--- src/rtl/eth_pause_pkg.sv ---
package eth_pause_pkg;
  localparam logic [47:0] PAUSE_GROUP_DA = 48'h0180C2000001;
  localparam logic [15:0] MAC_CTRL_TYPE  = 16'h8808;
  localparam logic [15:0] PAUSE_OPCODE   = 16'h0001;

  typedef enum logic [1:0] {
    FWD_NONE       = 2'd0,
    FWD_NON_PAUSE  = 2'd1,
    FWD_ALL        = 2'd2,
    FWD_ADDR_MATCH = 2'd3
  } ctrl_fwd_e;
endpackage

--- src/rtl/eth_pause_parser.sv ---
module eth_pause_parser
  import eth_pause_pkg::*;
#(
  parameter int IDX_W     = 5,
  parameter int LEN_W     = 16,
  parameter int Q_W       = 16,
  parameter int FRAME_LEN = 64
) (
  input  logic             clk,
  input  logic             rst,
  input  logic             rx_valid,
  input  logic             rx_sof,
  input  logic [7:0]       rx_data,
  input  logic             rx_eof,
  input  logic [LEN_W-1:0] eof_len,
  input  logic             eof_crc_err,
  input  logic             active,
  input  logic             ucast_en,
  input  logic [47:0]      station_addr,
  input  logic [1:0]       ctrl_mode,
  output logic             pause_load,
  output logic [Q_W-1:0]   pause_quanta,
  output logic             ctrl_valid,
  output logic             ctrl_fwd
);
  localparam logic [IDX_W-1:0] IDX_MAX   = {IDX_W{1'b1}};
  localparam logic [IDX_W-1:0] MIN_BYTES = IDX_W'(18);

  logic [IDX_W-1:0] idx_q, cur_idx;
  logic [47:0]      da_q;
  logic [15:0]      type_q, op_q;
  logic [Q_W-1:0]   qnt_q;
  logic             open_q;

  assign cur_idx = rx_sof ? '0 : idx_q;

  always_ff @(posedge clk) begin
    if (rst) begin
      idx_q  <= '0;
      da_q   <= '0;
      type_q <= '0;
      op_q   <= '0;
      qnt_q  <= '0;
      open_q <= 1'b0;
    end else begin
      if (rx_valid) begin
        idx_q <= (cur_idx == IDX_MAX) ? IDX_MAX : cur_idx + 1'b1;
        if (rx_sof) open_q <= 1'b1;
        if (cur_idx < IDX_W'(6)) da_q <= {da_q[39:0], rx_data};
        case (cur_idx)
          IDX_W'(12): type_q[15:8] <= rx_data;
          IDX_W'(13): type_q[7:0]  <= rx_data;
          IDX_W'(14): op_q[15:8]   <= rx_data;
          IDX_W'(15): op_q[7:0]    <= rx_data;
          IDX_W'(16): qnt_q        <= {rx_data, qnt_q[7:0]};
          IDX_W'(17): qnt_q        <= {qnt_q[Q_W-1:8], rx_data};
          default: ;
        endcase
      end
      if (rx_eof) open_q <= 1'b0;
    end
  end

  logic is_group, is_own, is_ctrl, is_pause_op, frame_ok, honour, fwd_c;
  ctrl_fwd_e mode;

  assign mode        = ctrl_fwd_e'(ctrl_mode);
  assign is_group    = (da_q == PAUSE_GROUP_DA);
  assign is_own      = (da_q == station_addr);
  assign is_ctrl     = (type_q == MAC_CTRL_TYPE);
  assign is_pause_op = (op_q == PAUSE_OPCODE);
  assign frame_ok    = rx_eof && open_q && (idx_q >= MIN_BYTES);
  assign honour      = active && (is_group || (ucast_en && is_own)) && is_ctrl &&
                       is_pause_op && (eof_len == LEN_W'(FRAME_LEN)) && !eof_crc_err;

  always_comb begin
    case (mode)
      FWD_NONE:       fwd_c = 1'b0;
      FWD_NON_PAUSE:  fwd_c = !is_pause_op;
      FWD_ALL:        fwd_c = 1'b1;
      default:        fwd_c = is_group || is_own;
    endcase
  end

  always_ff @(posedge clk) begin
    if (rst) begin
      pause_load   <= 1'b0;
      pause_quanta <= '0;
      ctrl_valid   <= 1'b0;
      ctrl_fwd     <= 1'b0;
    end else begin
      pause_load   <= frame_ok && honour;
      pause_quanta <= qnt_q;
      ctrl_valid   <= frame_ok && is_ctrl;
      ctrl_fwd     <= frame_ok && is_ctrl && fwd_c;
    end
  end


  load_after_eof_chk: assert property (@(posedge clk) disable iff (rst)
    pause_load |-> $past(rx_eof));


  mode_none_drop_chk: assert property (@(posedge clk) disable iff (rst)
    (ctrl_valid && $past(ctrl_mode) == 2'd0) |-> !ctrl_fwd);
endmodule

--- src/rtl/eth_pause_timer.sv ---
module eth_pause_timer #(
  parameter int Q_W        = 16,
  parameter int SLOT_BYTES = 64
) (
  input  logic           clk,
  input  logic           rst,
  input  logic           active,
  input  logic           load,
  input  logic [Q_W-1:0] quanta,
  input  logic           byte_tick,
  output logic           tx_pause,
  output logic [Q_W-1:0] count
);
  localparam int PS_W = (SLOT_BYTES > 1) ? $clog2(SLOT_BYTES) : 1;
  localparam logic [PS_W-1:0] PS_LAST = PS_W'(SLOT_BYTES - 1);

  logic [PS_W-1:0] presc_q;

  always_ff @(posedge clk) begin
    if (rst || !active) begin
      count    <= '0;
      presc_q  <= '0;
      tx_pause <= 1'b0;
    end else if (load) begin
      count    <= quanta;
      presc_q  <= '0;
      tx_pause <= (quanta != '0);
    end else if (byte_tick && count != '0) begin
      if (presc_q == PS_LAST) begin
        presc_q  <= '0;
        count    <= count - 1'b1;
        tx_pause <= (count != Q_W'(1));
      end else begin
        presc_q <= presc_q + 1'b1;
      end
    end
  end


  inactive_clear_chk: assert property (@(posedge clk) disable iff (rst)
    !active |=> (count == '0 && !tx_pause));


  no_rise_chk: assert property (@(posedge clk) disable iff (rst)
    !load |=> (count <= $past(count)));


  single_step_chk: assert property (@(posedge clk) disable iff (rst)
    (!load && active) |=> (count == $past(count) || count == $past(count) - 1'b1));


  load_value_chk: assert property (@(posedge clk) disable iff (rst)
    (load && active) |=> (count == $past(quanta)));
endmodule

--- src/rtl/eth_rx_pause.sv ---
module eth_rx_pause #(
  parameter int LEN_W      = 16,
  parameter int Q_W        = 16,
  parameter int SLOT_BYTES = 64,
  parameter int FRAME_LEN  = 64,
  parameter int IDX_W      = 5
) (
  input  logic             clk,
  input  logic             rst,
  input  logic             rx_valid,
  input  logic             rx_sof,
  input  logic [7:0]       rx_data,
  input  logic             rx_eof,
  input  logic [LEN_W-1:0] eof_len,
  input  logic             eof_crc_err,
  input  logic             byte_tick,
  input  logic             cfg_fc_en,
  input  logic             cfg_full_dup,
  input  logic             cfg_ucast_en,
  input  logic [47:0]      cfg_station_addr,
  input  logic [1:0]       cfg_ctrl_mode,
  output logic             tx_pause,
  output logic [Q_W-1:0]   pause_left,
  output logic             ctrl_valid,
  output logic             ctrl_fwd
);
  logic           active;
  logic           load;
  logic [Q_W-1:0] quanta;

  assign active = cfg_fc_en && cfg_full_dup;

  eth_pause_parser #(
    .IDX_W(IDX_W), .LEN_W(LEN_W), .Q_W(Q_W), .FRAME_LEN(FRAME_LEN)
  ) u_parser (
    .clk(clk), .rst(rst),
    .rx_valid(rx_valid), .rx_sof(rx_sof), .rx_data(rx_data),
    .rx_eof(rx_eof), .eof_len(eof_len), .eof_crc_err(eof_crc_err),
    .active(active), .ucast_en(cfg_ucast_en), .station_addr(cfg_station_addr),
    .ctrl_mode(cfg_ctrl_mode),
    .pause_load(load), .pause_quanta(quanta),
    .ctrl_valid(ctrl_valid), .ctrl_fwd(ctrl_fwd)
  );

  eth_pause_timer #(.Q_W(Q_W), .SLOT_BYTES(SLOT_BYTES)) u_timer (
    .clk(clk), .rst(rst), .active(active), .load(load), .quanta(quanta),
    .byte_tick(byte_tick), .tx_pause(tx_pause), .count(pause_left)
  );
endmodule

--- config.mk ---
export PLATFORM = sky130hd
export DESIGN_NAME = eth_rx_pause
export DESIGN_NICKNAME = d
export VERILOG_FILES = /design/src/rtl/eth_pause_pkg.sv /design/src/rtl/eth_pause_parser.sv /design/src/rtl/eth_pause_timer.sv /design/src/rtl/eth_rx_pause.sv
export SDC_FILE = /design/constraint.sdc
export NUM_CORES = 1
export LEC_CHECK = 0
export BUFFER_PORTS_ARGS = -buffer_cell sky130_fd_sc_hd__buf_2
export CORE_MARGIN = 10
export CORE_UTILIZATION = 35
export CTS_BUF_LIST = sky130_fd_sc_hd__clkbuf_16
export CTS_CLUSTER_SIZE = 28
export DETAILED_ROUTE_END_ITERATION = 6
export PLACE_DENSITY = 0.62
export SYNTH_ARGS = -nofsm -noshare
export SYNTH_HDL_FRONTEND = slang
export SYNTH_SLANG_ARGS = --single-unit
--- constraint.sdc ---
create_clock -name clk -period 2.35 [get_ports clk]
set_input_delay 0.235 -clock clk [delete_from_list [all_inputs] [get_ports clk]]
set_output_delay 0.235 -clock clk [all_outputs]
set_load 0.01 [all_outputs]
# Word-level counts from Yosys, hierarchy flattened
# Index checks and enable logic that the tools add are counted.
[totals]
regBits = 144
latch_bits = 0
ram_bits = 0
rom_bits = 0
out_inout_bits = 19
wordCells = 85
mem_count = 0
[classes]
n_addsub = 3
n_mul = 0
n_div = 0
magnitude_cmp = 2
n_eq_ne = 16
shift = 0
muxes = 11
bitwise = 2
n_reduce_logical = 35
[op_table]
columns = ["op", "n"]
rows = [
  ["48-bit by 41-bit == test with 1-bit output, second input constant", 1],
  ["48-bit == test", 1],
  ["16-bit two-way mux", 3],
  ["16-bit one-hot mux with 2 select lines", 1],
  ["16-bit nonzero test", 2],
  ["5-bit by 4-bit == test with 1-bit output, second input constant", 4],
  ["16-bit by 1-bit == test with 1-bit output, second input constant", 1],
  ["16-bit == test, second input constant", 1],
  ["16-bit by 7-bit == test with 1-bit output, second input constant", 1],
  ["16-bit by 1-bit != test with 1-bit output, second input constant", 1],
  ["16-bit by 1-bit subtractor with 16-bit output, second input constant", 1],
  ["5-bit == test, second input constant", 3],
  ["2-bit AND reduction", 7],
  ["1-bit logical AND", 13],
  ["5-bit two-way mux", 2],
  ["6-bit by 1-bit adder with 6-bit output, second input constant", 1],
  ["6-bit == test, second input constant", 1],
  ["6-bit two-way mux", 1],
  ["3-bit AND reduction", 2],
  ["5-bit by 1-bit adder with 5-bit output, second input constant", 1],
  ["5-bit greater-or-equal comparator, second input constant", 1],
  ["5-bit by 3-bit < comparator with 1-bit output, second input constant", 1],
  ["2-bit nonzero test", 2],
  ["2-bit OR reduction", 2],
  ["other kinds (8)", 15],
]

# Depth between registers and ports, before layout
[logic_depth]
depth_word = 9
ltp_mapped = 9
mapped_depth_nobuf = 8

# By module
# A second synthesis with hierarchy kept.
[unflattened]
hier_cells = 721
area_unflattened_um2 = 6470.0
[modules_own_cells]
columns = ["module", "n_inst", "cells_per_inst", "area_per_inst_um2", "seq_area_each_um2"]
rows = [
  ["eth_pause_parser", 1, 553, 5063.6, 2422.3],
  ["eth_pause_timer", 1, 167, 1400.1, 460.4],
  ["eth_rx_pause", 1, 1, 6.3, 0.0],
]

# Least setup slack after synthesis
# No wires, ideal clock.
[synth_timing]
kind = "register to register"
start = "register u_timer.count[4]"
end = "register u_timer.count[13]"
setup_ns = 0.079
arrival_ns = 2.098
t_required_ns = 2.271
slack_ns = 0.173
stages_incl_launch_ff = 8
path_buffers = 1
period_less_slack_ns = 2.177
cell_sequence = "dfxtp_1 > or4_4 > nor4_4 > a31o_2 > buf_2 > nor3_2 > xnor2_1 > a211oi_2"
[synth_via]
elab_chain_cells = 4
elab_cells_between_ends = 8
classes_between = "add/sub (1); mux (3); reduce/logical (4)"
[synth_lines]
columns = ["element", "line_no", "rtl"]
rows = [
  ["start: declaration", "eth_pause_timer.sv:12", "output logic [Q_W-1:0] count"],
  ["start signal: assignment", "eth_pause_timer.sv:25", "count <= quanta;"],
  ["start signal: assignment", "eth_pause_timer.sv:31", "count <= count - 1'b1;"],
  ["16-bit by 1-bit subtractor with 16-bit output or 16-bit nonzero test (tied branches)", "eth_pause_timer.sv:31, eth_pause_timer.sv:28", ""],
  ["16-bit two-way mux or 1-bit logical AND (tied branches)", "eth_pause_timer.sv:29, eth_pause_timer.sv:28", ""],
  ["16-bit two-way mux or 2-bit nonzero test (tied branches)", "-", ""],
  ["16-bit two-way mux or 2-bit AND reduction (tied branches)", "-", ""],
]
# Several ways; a longest one is shown, not always the timed one. The select of a mux whose other input is x is not followed.
# A chain may end at the register's enable or synchronous reset.

# Worst setup path after layout
[layout_timing]
start = "register u_timer.count[5]"
end = "register u_timer.count[13]"
# The elaborated chain is that of the path after synthesis.

==> impl_metrics.toml <==
[sta]
fin_ws_ns = 0.211
period_needed_ns = 2.14
fin_skew_ns = 0.00803
finalHoldViolations = 0
worst_slew_pin_slew_ns = 0.719
setup-tns-final_ns = 0
relSlewSlack = 0.519
slew_violations = 0
fin_crit_sh = 0.910
setup_violations = 0
rsz0062_at_grt = "false"
max_freq_ghz = 0.467

[global_route]
antenna_found_initial = 0
grt.busiest_layer = "met2"
grt_pass1_vias = 4909
grtUsageMet2 = 0.214
grt_use_met3 = 0.0307
grtUsageTotal = 0.134
gr-total-overflow = 0
grt_pass1_wl_um = 26000
grt_max_degree = 120
use_met1 = 0.171

[routing]
drc = 0
vias_per_cell = 5.03
drtAntennaViolNets = 0
vias = 5265
drt_iter0_drc = 410
first_pass_iters = 4
wl_per_cell_um = 15.8
routed_wl_um = 16500

[critical_path]
cp_slowest_cell = "or4_4"
worstReg2RegStart = "u_timer.count[5]"
cp_cell_sequence = "or4_4 > or2_4 > or3_4 > nor3_2 > xnor2_1 > a211oi_2"
crit_required_ns = 2.70
r2r_slack_ns = 0.21
worst-setup-path-type = "reg2reg"
crit_path_start_kind = "flip-flop"
path_max_fanout = 6
r2r-end = "u_timer.count[13]"
crit_arrival_ns = 2.48
r2r_cells = 6
end_kind = "flip-flop"
crit_path_max_incr_delay_ns = 0.56

[yosys]
yosys.area.top_type_share = 0.458
yosysTopAreaCell = "dfxtp_1"
synth_edf_count = 0
synth-seq-area-share = 0.458
synth_area_um2 = 6290
synth_cell_types = 48
async_reset_ff_frac = 0
synth_nets = 807
syn_avg_cell_area_um2 = 8.78
yosys_warnings = 0
synth.area.top_cells = "dfxtp_1, mux2i_1, xor2_1"
ys_seq_elements = 144
syn_inst = 716
dominantRegCellSynth = "dfxtp_1"

[clock_tree]
cts_tree = "built"
cts_root_buf = "clkbuf_16"
post_cts_buffers = 0
htree_levels = 4
numClockSinks = 144
cts_buffer_depth = 2
insertion_delay_ns = 0.42
numCtsBuffers = 17
path_clk_slew_ns = 0.06

[pwr]
ir_drop_mv = 0.535
p_total_mw = 5.18
p_per_area_nw_per_um2 = 682
p_leak_nw = 3.06

[place]
place_ws_ns = 0.217
place_congestion = 0.838
hpwl_um = 11900
numPortBuffers = 102

[final_layout]
antennaDiodeCount = 0
layout.area.seq_um2 = 2880
nets = 900
drive_gt1_frac = 0.190
multiInputGateArea_um2 = 3250
syn_to_final_growth_pct = 20.8
fill_cells = 1743

[floorplanning]
placementRows = 48
dieArea_um2 = 23700
die_height_um = 154
die_width_um = 154
io_pins = 103
core-area_um2 = 17500
start_util = 0.360

[min_path]
hold_depth = 3
whs_endpoint = "u_parser.ctrl_fwd"
hold_start = "cfg_ctrl_mode[1]"
hold_class = "in2reg"

[flow_run]
drv_cap = 0

[outcome]
outcome = "completed"
## power by group
part	switching (mW)	total [mW]	internal, mW
combinational	0.166	0.281	0.115
clock	0.991	2.41	1.42
sequential	0.0269	2.49	2.46
total	1.18	5.18	4.00
## critical path, delay by kind of cell (launching register included)
family	cells	cell delay (ns)
AO/OA/AOI/OAI	1	0.20
XOR/XNOR	1	0.09
flip-flops	1	0.35
AND/OR/NAND/NOR	4	1.43
## per-stage QoR
step | hold WS, ns | cells | area (um2) | util
floorplan | 0.312 | 716 | 6290 | -
global placement | 0.421 | 1014 | 7050 | 0.403
detailed placement | 0.425 | 1014 | 7050 | 0.403
CTS | 0.0812 | 1046 | 7590 | 0.434
global route | 0.101 | 1046 | 7600 | 0.435
finish | 0.0952 | 1046 | 7600 | 0.435
## metal layers
metal  routed length (um)  share of wire  vias to the layer above
li1                     -              -                     2663
met1                 7550           0.46                     2466
met2                 7880           0.48                      119
met3                  878          0.053                       17
met4                  244          0.015                        0
met5                    0              0                        -
## layout make-up
class                      count  area share
clock buffer                  17      0.0560
inverter                       6     0.00296
timing repair buffer         114      0.0830
tap                          225      0.0371
sequential                   144       0.379
clock inverter                14      0.0133
multi-input combinational    526       0.428
## logic make-up after synthesis
family	after synthesis	share of synthesized area
XOR/XNOR	64	0.0891
AO/OA/AOI/OAI	100	0.0919
AND/OR/NAND/NOR	306	0.241
buffers and inverters	46	0.0276
adder cells (fa/ha/maj)	7	0.0139
flip-flops	144	0.458
multiplexers	49	0.0782
## cells in the mapped netlist, types with 3 or more instances
| cell type | number |
|---|---|
| dfxtp_1 | 144 |
| nand2_1 | 109 |
| nor2_1 | 70 |
| a21oi_1 | 63 |
| xor2_1 | 53 |
| mux2i_1 | 48 |
| clkbuf_1 | 37 |
| nor4_1 | 32 |
| nor3_1 | 17 |
| nor2b_1 | 16 |
| o21ai_0 | 14 |
| nand4_1 | 12 |
| nor4b_1 | 11 |
| xnor2_1 | 11 |
| nand3_1 | 9 |
| ha_1 | 7 |
| inv_1 | 6 |
| a211oi_1 | 5 |
| and2_1 | 5 |
| nand2b_1 | 4 |
| a41oi_1 | 3 |
| nand4b_1 | 3 |
| nor3_2 | 3 |
| or4_1 | 3 |
## how the worst max path moves through the flow
stage | cells after the start | from | slack (ns) | endpoint
global route | 7 | u_timer.presc_q[0] | 0.06 | u_timer.count[3]
detailed placement | 6 | u_timer.count[5] | 0.22 | u_timer.count[13]
CTS | 6 | u_timer.count[5] | 0.20 | u_timer.count[13]
global placement | 7 | u_timer.presc_q[0] | 0.24 | u_timer.count[3]
finish | 6 | u_timer.count[5] | 0.21 | u_timer.count[13]
floorplan | 7 | u_timer.count[4] | 0.17 | u_timer.count[13]
## placed cells by master (no fill, tap or decap), drive strengths merged, types with 9 or more instances in the layout
| cell type | count |
|---|---|
| nor3 | 20 |
| dfxtp | 144 |
| nor2 | 70 |
| clkinv | 11 |
| nand4 | 12 |
| o21ai | 14 |
| buf | 113 |
| nand2 | 109 |
| xor2 | 53 |
| nor2b | 16 |
| clkbuf | 17 |
| xnor2 | 11 |
| a21oi | 63 |
| nand3 | 9 |
| nor4b | 11 |
| mux2i | 48 |
| nor4 | 33 |
## timing repair
action,CTS,global route
setup endpoints to repair,0,1
hold buffers,1,0
hold endpoints to repair,1,0
gates resized for setup,0,1
## flip-flops by register name, indices dropped and copies added, names as in the netlist
| register | count |
|---|---|
| u_parser.op_q | 16 |
| u_parser.da_q | 48 |
| u_timer.presc_q | 6 |
| u_parser.ctrl_fwd | 1 |
| u_parser.idx_q | 5 |
| u_timer.count | 16 |
| u_timer.tx_pause | 1 |
| u_parser.ctrl_valid | 1 |
| u_parser.type_q | 16 |
| u_parser.qnt_q | 16 |
| u_parser.pause_quanta | 16 |
| u_parser.open_q | 1 |
| u_parser.pause_load | 1 |
Note: power is estimated with default switching activity, not from simulation.
